<file path="src/rtl/evdma_pkg.sv">
package evdma_pkg;

    typedef enum logic [1:0] {
        STEP_KEEP     = 2'b00,
        STEP_KEEP_ALT = 2'b01,
        STEP_UP       = 2'b10,
        STEP_DOWN     = 2'b11
    } step_mode_e;

    typedef enum logic [1:0] {
        UNIT_8   = 2'b00,
        UNIT_16  = 2'b01,
        UNIT_32  = 2'b10,
        UNIT_RSV = 2'b11
    } unit_e;

    typedef enum logic [1:0] {
        PH_IDLE  = 2'b00,
        PH_READ  = 2'b01,
        PH_WRITE = 2'b10
    } phase_e;

    typedef struct packed {
        step_mode_e src_step;
        step_mode_e dst_step;
        unit_e      unit;
        logic       irq_each;
    } xfer_mode_t;

    function automatic logic [2:0] unit_bytes(unit_e u);
        case (u)
            UNIT_8:  return 3'd1;
            UNIT_16: return 3'd2;
            default: return 3'd4;
        endcase
    endfunction

endpackage

</file>
<file path="src/rtl/evdma_addr_reg.sv">
module evdma_addr_reg
    import evdma_pkg::*;
#(
    parameter int unsigned ADDR_W = 32
) (
    input  logic              clk,
    input  logic              rst,
    input  logic              load,
    input  logic [ADDR_W-1:0] load_val,
    input  logic              step,
    input  step_mode_e        mode,
    input  unit_e             unit,
    output logic [ADDR_W-1:0] addr
);
    localparam int unsigned PAD_W = ADDR_W - 3;

    logic [ADDR_W-1:0] addr_q;
    logic [ADDR_W-1:0] delta;

    always_comb delta = {{PAD_W{1'b0}}, unit_bytes(unit)};

    always_ff @(posedge clk) begin
        if (rst) begin
            addr_q <= '0;
        end else if (load) begin
            addr_q <= load_val;
        end else if (step) begin
            case (mode)
                STEP_UP:   addr_q <= addr_q + delta;
                STEP_DOWN: addr_q <= addr_q - delta;
                default:   addr_q <= addr_q;
            endcase
        end
    end

    assign addr = addr_q;


    hold_mode_chk: assert property (@(posedge clk) disable iff (rst)
        (step && !load && (mode == STEP_KEEP || mode == STEP_KEEP_ALT)) |=> $stable(addr_q));

endmodule

</file>
<file path="src/rtl/evdma_counter.sv">
module evdma_counter #(
    parameter int unsigned CNT_W = 16
) (
    input  logic             clk,
    input  logic             rst,
    input  logic             load,
    input  logic [CNT_W-1:0] load_val,
    input  logic             dec,
    output logic             last
);
    localparam logic [CNT_W-1:0] ONE = {{(CNT_W-1){1'b0}}, 1'b1};

    logic [CNT_W-1:0] cnt_q;

    always_ff @(posedge clk) begin
        if (rst) begin
            cnt_q <= '0;
        end else if (load) begin
            cnt_q <= load_val;
        end else if (dec) begin
            cnt_q <= cnt_q - ONE;
        end
    end

    assign last = (cnt_q == ONE);


    zero_count_chk: assert property (@(posedge clk) disable iff (rst)
        (dec && !load && cnt_q == '0) |=> !last);

endmodule

</file>
<file path="src/rtl/evdma_seq.sv">
module evdma_seq
    import evdma_pkg::*;
(
    input  logic clk,
    input  logic rst,
    input  logic load_req,
    input  logic load_en,
    input  logic req,
    input  logic last,
    input  logic irq_each,
    output logic take_load,
    output logic rd_o,
    output logic wr_o,
    output logic ack_o,
    output logic irq_o
);
    phase_e phase_q;
    logic   en_q;
    logic   fwd_q;
    logic   idle;
    logic   start;

    assign idle      = (phase_q == PH_IDLE);
    assign take_load = idle && load_req;
    assign start     = idle && !load_req && en_q && req && !fwd_q;

    always_ff @(posedge clk) begin
        if (rst) begin
            phase_q <= PH_IDLE;
        end else begin
            case (phase_q)
                PH_IDLE:  phase_q <= start ? PH_READ : PH_IDLE;
                PH_READ:  phase_q <= PH_WRITE;
                default:  phase_q <= PH_IDLE;
            endcase
        end
    end

    always_ff @(posedge clk) begin
        if (rst) begin
            en_q  <= 1'b0;
            fwd_q <= 1'b0;
        end else begin
            if (take_load)
                en_q <= load_en;
            else if (wr_o && last)
                en_q <= 1'b0;

            if (take_load)
                fwd_q <= 1'b0;
            else if (wr_o && !last && irq_each)
                fwd_q <= 1'b1;
            else if (!req)
                fwd_q <= 1'b0;
        end
    end

    assign rd_o  = (phase_q == PH_READ);
    assign wr_o  = (phase_q == PH_WRITE);
    assign ack_o = wr_o && !last && !irq_each;
    assign irq_o = req && (!en_q || fwd_q);


    read_then_write_chk: assert property (@(posedge clk) disable iff (rst)
        rd_o |=> wr_o);


    rd_wr_excl_chk: assert property (@(posedge clk) disable iff (rst)
        !(rd_o && wr_o));


    ack_in_write_chk: assert property (@(posedge clk) disable iff (rst)
        ack_o |-> wr_o);


    tc_disable_chk: assert property (@(posedge clk) disable iff (rst)
        (wr_o && last) |=> (!en_q && !rd_o));


    fwd_each_chk: assert property (@(posedge clk) disable iff (rst)
        (wr_o && !last && irq_each) |=> (!req || irq_o));


    no_access_off_chk: assert property (@(posedge clk) disable iff (rst)
        (idle && !en_q) |=> !rd_o);

endmodule

</file>
<file path="src/rtl/ev_xfer_dma.sv">
module ev_xfer_dma
    import evdma_pkg::*;
#(
    parameter int unsigned ADDR_W = 32,
    parameter int unsigned DATA_W = 32,
    parameter int unsigned CNT_W  = 16
) (
    input  logic              clk,
    input  logic              rst,
    input  logic              cfg_load,
    input  logic              cfg_enable,
    input  logic [ADDR_W-1:0] cfg_src_addr,
    input  logic [ADDR_W-1:0] cfg_dst_addr,
    input  logic [CNT_W-1:0]  cfg_count,
    input  logic [1:0]        cfg_src_step,
    input  logic [1:0]        cfg_dst_step,
    input  logic [1:0]        cfg_size,
    input  logic              cfg_irq_each,
    input  logic              evt_req,
    output logic              evt_ack,
    output logic              cpu_irq,
    output logic              mem_rd,
    output logic              mem_wr,
    output logic [ADDR_W-1:0] mem_addr,
    output logic [1:0]        mem_size,
    output logic [DATA_W-1:0] mem_wdata,
    input  logic [DATA_W-1:0] mem_rdata
);
    xfer_mode_t        mode_q;
    logic [DATA_W-1:0] data_q;
    logic [ADDR_W-1:0] src_addr;
    logic [ADDR_W-1:0] dst_addr;
    logic              take_load;
    logic              last;

    always_ff @(posedge clk) begin
        if (rst) begin
            mode_q <= '0;
        end else if (take_load) begin
            mode_q.src_step <= step_mode_e'(cfg_src_step);
            mode_q.dst_step <= step_mode_e'(cfg_dst_step);
            mode_q.unit     <= unit_e'(cfg_size);
            mode_q.irq_each <= cfg_irq_each;
        end
    end

    always_ff @(posedge clk) begin
        if (rst)
            data_q <= '0;
        else if (mem_rd)
            data_q <= mem_rdata;
    end

    evdma_seq u_seq (
        .clk       (clk),
        .rst       (rst),
        .load_req  (cfg_load),
        .load_en   (cfg_enable),
        .req       (evt_req),
        .last      (last),
        .irq_each  (mode_q.irq_each),
        .take_load (take_load),
        .rd_o      (mem_rd),
        .wr_o      (mem_wr),
        .ack_o     (evt_ack),
        .irq_o     (cpu_irq)
    );

    evdma_addr_reg #(.ADDR_W(ADDR_W)) u_src (
        .clk      (clk),
        .rst      (rst),
        .load     (take_load),
        .load_val (cfg_src_addr),
        .step     (mem_wr),
        .mode     (mode_q.src_step),
        .unit     (mode_q.unit),
        .addr     (src_addr)
    );

    evdma_addr_reg #(.ADDR_W(ADDR_W)) u_dst (
        .clk      (clk),
        .rst      (rst),
        .load     (take_load),
        .load_val (cfg_dst_addr),
        .step     (mem_wr),
        .mode     (mode_q.dst_step),
        .unit     (mode_q.unit),
        .addr     (dst_addr)
    );

    evdma_counter #(.CNT_W(CNT_W)) u_cnt (
        .clk      (clk),
        .rst      (rst),
        .load     (take_load),
        .load_val (cfg_count),
        .dec      (mem_wr),
        .last     (last)
    );

    assign mem_addr  = mem_wr ? dst_addr : src_addr;
    assign mem_size  = mode_q.unit;
    assign mem_wdata = data_q;


    wdata_match_chk: assert property (@(posedge clk) disable iff (rst)
        mem_wr |-> (mem_wdata == $past(mem_rdata)));


    load_busy_chk: assert property (@(posedge clk) disable iff (rst)
        (mem_rd && cfg_load) |=> $stable(mode_q));

endmodule

</file>
<file path="config.mk">
export PLATFORM = sky130hd
export DESIGN_NAME = ev_xfer_dma
export DESIGN_NICKNAME = d
export VERILOG_FILES = /design/src/rtl/evdma_pkg.sv /design/src/rtl/evdma_addr_reg.sv /design/src/rtl/evdma_counter.sv /design/src/rtl/evdma_seq.sv /design/src/rtl/ev_xfer_dma.sv
export SDC_FILE = /design/constraint.sdc
export NUM_CORES = 1
export LEC_CHECK = 0
export ABC_AREA = 0
export CORE_MARGIN = 2
export CORE_UTILIZATION = 55
export CTS_CLUSTER_DIAMETER = 200
export DETAILED_ROUTE_END_ITERATION = 16
export GPL_ROUTABILITY_DRIVEN = 0
export GPL_TIMING_DRIVEN = 0
export PLACE_DENSITY = 0.94
export SYNTH_ARGS = -nofsm -noshare
export SYNTH_HDL_FRONTEND = slang
export SYNTH_SLANG_ARGS = --single-unit
export TNS_END_PERCENT = 50
</file>
<file path="constraint.sdc">
create_clock -name clk -period 8.5 [get_ports clk]
set_input_delay 0.85 -clock clk [delete_from_list [all_inputs] [get_ports clk]]
set_output_delay 0.85 -clock clk [all_outputs]
set_load 0.01 [all_outputs]
</file>
After elaboration in Yosys (flattened, before gate mapping):

Index checks and enable logic that the tools add are counted.

* register bits: 123
* input port bits: 124
* output and inout port bits: 70
* logic and storage cells: 66

* add/subtract/negate cells: 5
* equality and inequality tests: 9
* multiplexer cells: 16
* reductions and logical operators: 25

Operators by type and width (number)
* 32-bit two-way mux: 5
* 32-bit one-hot mux with 2 select lines: 2
* 32-bit by 3-bit adder with 32-bit output: 2
* 32-bit by 3-bit subtractor with 32-bit output: 2
* 16-bit two-way mux: 2
* 16-bit by 1-bit == test with 1-bit output (second input constant): 1
* 16-bit by 1-bit subtractor with 16-bit output (second input constant): 1
* 2-bit == test (second input constant): 5
* 1-bit logical AND: 10
* 3-bit one-hot mux with 2 select lines: 1
* 3-bit nonzero test: 2
* 1-bit logical NOT: 5
* 1-bit two-way mux: 5
* 2-bit by 1-bit == test with 1-bit output (second input constant): 2
* 2-bit logical NOT: 2
* 2-bit one-hot mux with 2 select lines: 1
* 2-bit AND reduction: 2
* 2-bit nonzero test: 2
* 2-bit by 1-bit != test with 1-bit output (second input constant): 1
* 2-bit OR reduction: 1
* 1-bit logical OR: 1

Longest topological paths before layout:

* depth in word-level cells: 7
* mapped depth: 13
* gate-level depth less buffers: 13

Cells and area by module:

Synthesis repeated with hierarchy kept, for this count alone.

* cell total of the unflattened synthesis: 1187
* area, all modules: 9780.6 um^2

By module, submodules not included
* evdma_addr_reg (u_dst): times used 1, cells each 458, area each 3392.0 um^2, sequential area each 640.6 um^2
* evdma_addr_reg (u_src): times used 1, cells each 436, area each 3328.2 um^2, sequential area each 640.6 um^2
* ev_xfer_dma: times used 1, cells each 164, area each 1940.6 um^2, sequential area each 780.7 um^2
* evdma_counter: times used 1, cells each 106, area each 904.6 um^2, sequential area each 320.3 um^2
* evdma_seq: times used 1, cells each 23, area each 215.2 um^2, sequential area each 80.1 um^2

Worst setup path before layout:

Ideal clock, no wire load.

* kind: reg2reg
* from: reg mode_q[6] (netlist bit)
* to: reg u_src.addr_q[30] (netlist: u_src.addr[30])
* setup time: 86 ps
* arrival: 3085 ps
* data required time: 8414 ps
* setup slack: 5330 ps
* cell stages (with the launch flop): 14
* buffers on the path: 1
* clock period less this slack: 3170 ps
* path through: dfxtp_1 > nand2_1 > inv_1 > ha_1 > buf_2 > a21oi_1 > o21bai_1 > a21o_1 > a2111oi_2 > o21ai_1 > a41oi_2 > o21ai_0 > xnor2_1 > a211oi_1

* longest elaborated chain between the ends: 4
* elaborated cells on any way between the ends: 7
* those cells by class: eq/ne: 2; mux: 3; reduce/logical: 2

RTL lines
* start, declared: line ev_xfer_dma.sv:29 `xfer_mode_t mode_q;`
* 2-bit == test: line evdma_addr_reg.sv:28 `case (mode)`
* 32-bit one-hot mux with 2 select lines: line evdma_addr_reg.sv:28
* 32-bit two-way mux: line evdma_addr_reg.sv:27 `end else if (step) begin`
* 32-bit two-way mux: line evdma_addr_reg.sv:25 `end else if (load) begin`
* end signal, assigned: line evdma_addr_reg.sv:26 `addr_q <= load_val;`
* end signal, assigned: line evdma_addr_reg.sv:29 `STEP_UP: addr_q <= addr_q + delta;`
* end signal, assigned: line evdma_addr_reg.sv:30 `STEP_DOWN: addr_q <= addr_q - delta;`
* end, declared: line evdma_addr_reg.sv:17 `logic [ADDR_W-1:0] addr_q;`

Several ways; a longest one is shown, not always the timed one. The select of a mux whose other input is x is not followed.
A chain may end at the register's enable or synchronous reset.

Worst setup path in the final report:

* from: reg mode_q[6] (netlist bit)
* to: reg u_src.addr_q[31] (netlist: u_src.addr[31])

The elaborated chain is that of the path after synthesis.

==> impl_summary.txt <==
----------------------------------------------------
[Outcome]
  Result of the run ... finished, final reports clean

[Route]
  DRT Pass-1 Iters ... 8
  Routed vias/inst ... 6.42
  DRC errors left ... 0
  Starting DRT DRC Count ... 1662
  Mean routed wirelength per cell ... 20.6 microns
  Wire length after detailed routing ... 33.8 mm
  Number of antenna-violating nets in the routed design ... 0
  Vias after detailed routing ... 10.5k

[Floorplan]
  Die ar. ... 16800 sq um
  Boundary Pins ... 194
  Initial Utilization ... 0.567
  Die extent in y ... 130 microns
  Chip Width ... 130 microns
  Core region area ... 15300 sq um
  Placement row count ... 45

[Finish]
  Number of standard cells in the final layout excluding fillers ... 1637
  Count of inserted antenna diode cells ... 0
  Fraction of final layout cells sized beyond drive strength 1 ... 0.0316
  FF+latch area ... 2460 sq um
  Layout fillers ... 1079
  Layout area overhead ... 32.7%
  Number of nets in the layout ... 1604
  Multi-input logic area ... 5850 sq um
  Non-Filler Cell Area, Final ... 11500 sq um

[Power]
  Leakage power total ... 4.69 nW
  Total power density per cell area ... 156 nW/um^2
  Max IR drop VDD ... 190 uV

[STA]
  Hold Worst Slack ... 0.453 ns
  Setup repair after global routing missed its margin ... false
  Final Max Tran Viols ... 0
  Number of endpoints failing setup at the final stage ... 0
  Setup skew after layout ... 0.0112 ns
  Period utilisation layout ... 0.498
  Shortest period the worst path allows ... 4.23 ns
  Actual slew at the worst max-slew pin ... 1.07 ns
  Endpoints failing hold ... 0
  Worst slew slack as a fraction of its limit ... 0.288
  Post-Route Setup TNS ... 0 ns
  Max Freq ... 0.236 GHz

[Clock tree]
  CTS sink count ... 123
  Resized cells post-CTS ... 0
  Clock latency at the later pin of the worst-skew pair ... 0.43 ns
  Number of clock buffers inserted by TritonCTS ... 17
  CTS tree ... yes
  H-tree Lvls ... 4
  Clock Tree Root ... sky130_fd_sc_hd__clkbuf_16
  Setup Fix Bufs, Post-CTS ... 0
  Hold Buf Count CTS ... 0
  Buffer depth of the longest clock path ... 2
  Clock-pin slew reported for the worst setup and hold paths after clock tree synthesis ... 0.06 ns

[Synth]
  Number of distinct library cell variants in the gate-level netlist after synthesis ... 63
  Sequential element share of the synthesized area ... 0.284
  Primary FF master, synth ... sky130_fd_sc_hd__dfxtp_1
  Area share of the largest cell type after synthesis ... 0.284
  Cell type with the highest aggregate area in the netlist ... sky130_fd_sc_hd__dfxtp_1
  Cell types with the largest area share after synthesis ... sky130_fd_sc_hd__dfxtp_1 (28%), sky130_fd_sc_hd__nand2_1 (11%), sky130_fd_sc_hd__ha_1 (9.2%)
  Summed instance area of the synthesized netlist ... 8680 sq um
  Register bit count reported by yosys ... 123
  Post-Synthesis Mean Instance Area ... 7.22 sq um
  Number of enable flip-flop cells after synthesis ... 0
  Post-Synthesis Net Count ... 1393
  Cell count after synthesis ... 1203
  Count of warnings emitted by yosys ... 0
  Share of async-settable or async-resettable flops after synthesis ... 0

[Global route]
  Pin count of the biggest net entering global routing ... 30
  Total congestion overflow after global routing ... 0
  Total Routing Usage GR ... 0.394
  Via count of the first global-routing pass ... 9884
  Number of antenna violations at the first check in global routing ... 0
  Global-route wire length before repair ... 51.4 mm

[Critical path]
  Critical Path Start Type ... register
  Largest fanout on the critical path ... 29
  Crit. End Element ... register
  Startpoint-to-endpoint class of the critical path ... reg -> reg
  CP required ... 8.83 ns
  Arrival @ worst endpoint ... 4.56 ns

[Placement]
  Port-buffer cells ... 192
  Placed instance area ... 10900 sq um
  Placed instance count ... 1606
  Detailed Place HPWL ... 24.3 mm

[Run]
  Max Cap Viol ... 0

[Worst hold path]
  Path class of the lowest-slack min-delay path ... reg -> reg

----------------------------------------------------
path summary, 6_finish.rpt:
kind | from | endpoint | slack [ns] | cells after the start
min reg2reg | mem_wdata[18]$_SDFFE_PP0P_ | mem_wdata[18]$_SDFFE_PP0P_ | 0.45 | 2
max reg2reg | mode_q[6]$_SDFFE_PP0P_ | u_src.addr[31]$_SDFFE_PP0P_ | 4.27 | 13
min | mem_wdata[18]$_SDFFE_PP0P_ | mem_wdata[18]$_SDFFE_PP0P_ | 0.45 | 2
max | mode_q[6]$_SDFFE_PP0P_ | u_src.addr[31]$_SDFFE_PP0P_ | 4.27 | 13
synthesized netlist by cell type, drive strengths merged (5+ instances only):
cell type / number
o211ai: 9
o31ai: 6
o21bai: 12
nor4: 9
and2: 5
xor2: 24
nand2b: 8
a2111oi: 22
nor2: 139
ha: 64
and4: 5
buf: 13
a211oi: 30
inv: 21
or3: 8
o21a: 11
nand2: 255
clkbuf: 62
dfxtp: 123
nand3: 21
nor2b: 5
o22ai: 10
xnor2: 34
a31oi: 8
a21oi: 120
a21o: 29
o21ai: 49
a311oi: 16
nand4: 10
nor3: 21
per-layer routing:
layer	up-vias	GRT usage	wire length, microns	part of all wire
met5	-	0	0	0
met4	0	0.226	2190	0.065
met3	204	0.127	4700	0.14
met2	861	0.606	14700	0.43
met1	4721	0.484	12200	0.36
li1	4725	-	-	-
stage by stage:
step / utilization / worst slack, ns / power, W
after floorplan: - / 5.33 / 0.000814
after global placement: 0.710 / 4.63 / 0.000956
after detailed placement: 0.710 / 4.56 / 0.000967
after CTS: 0.752 / 4.41 / 0.00177
after global routing: 0.752 / 4.06 / 0.00184
final: 0.752 / 4.27 / 0.00180
worst max-delay path, stage by stage, from the launching register on:
cell	delay (ns)
sky130_fd_sc_hd__dfxtp_1	0.38
sky130_fd_sc_hd__nand2_1	0.19
sky130_fd_sc_hd__inv_1	0.82
sky130_fd_sc_hd__ha_1	0.22
sky130_fd_sc_hd__clkbuf_1	0.31
sky130_fd_sc_hd__nand4_1	0.15
sky130_fd_sc_hd__a21oi_1	0.12
sky130_fd_sc_hd__o21ai_0	0.10
sky130_fd_sc_hd__a21boi_1	0.24
sky130_fd_sc_hd__o31ai_2	0.16
sky130_fd_sc_hd__o41ai_1	0.72
sky130_fd_sc_hd__a21oi_1	0.21
sky130_fd_sc_hd__xnor2_1	0.16
sky130_fd_sc_hd__a311oi_1	0.32
cell type report:
| cell class | instances | area share |
|---|---|---|
| plain buffers | 75 | 0.0252 |
| clock buffers | 18 | 0.0381 |
| clock inverters | 13 | 0.0187 |
| inverters | 21 | 0.00684 |
| multi-input cells | 984 | 0.508 |
| flip-flops and latches | 123 | 0.214 |
| well taps | 211 | 0.0229 |
| repair buffers | 192 | 0.167 |
state kept, by name (all words and copies together) (netlist names):
| signal | cells |
|---|---|
| u_cnt.cnt_q | 16 |
| u_dst.addr | 32 |
| mode_q | 5 |
| u_src.addr | 32 |
| u_seq.fwd_q | 1 |
| mem_size | 2 |
| mem_wdata | 32 |
| u_seq.phase_q | 2 |
| u_seq.en_q | 1 |
logic make-up (layout without fill, tap and decap cells):
group / Yosys count / in the layout / synth area share
AOI/OAI and AO/OA: 359 / 359 / 0.274
xor gates and xnor gates: 58 / 58 / 0.0585
adders and majority gates: 66 / 66 / 0.0968
buffers and inverters: 96 / 319 / 0.0425
DFF: 123 / 123 / 0.284
muxes: 2 / 2 / 0.00231
and+or+nand+nor: 499 / 499 / 0.242
layout by cell type, fill, tap and decap left out, types with 12 or more instances in the layout:
cell type and count:
sky130_fd_sc_hd__xor2_1 24, sky130_fd_sc_hd__o21ai_0 43, sky130_fd_sc_hd__clkbuf_1 62, sky130_fd_sc_hd__inv_1 21, sky130_fd_sc_hd__clkdlybuf4s50_1 192, sky130_fd_sc_hd__a311oi_1 16, sky130_fd_sc_hd__a21oi_1 120, sky130_fd_sc_hd__xnor2_1 34
sky130_fd_sc_hd__o21bai_1 12, sky130_fd_sc_hd__a211oi_1 30, sky130_fd_sc_hd__nor3_1 21, sky130_fd_sc_hd__a21o_1 29, sky130_fd_sc_hd__a2111oi_0 21, sky130_fd_sc_hd__nand2_1 255, sky130_fd_sc_hd__nor2_1 139, sky130_fd_sc_hd__clkbuf_16 17
sky130_fd_sc_hd__dfxtp_1 123, sky130_fd_sc_hd__ha_1 64, sky130_fd_sc_hd__nand3_1 21
where the power goes:
part	switching, W	internal [W]
sequential	0.0000352	0.000608
combinational	0.000182	0.000152
clock	0.000293	0.000529
total	0.000510	0.00129
(Power assumes the default switching activity.)
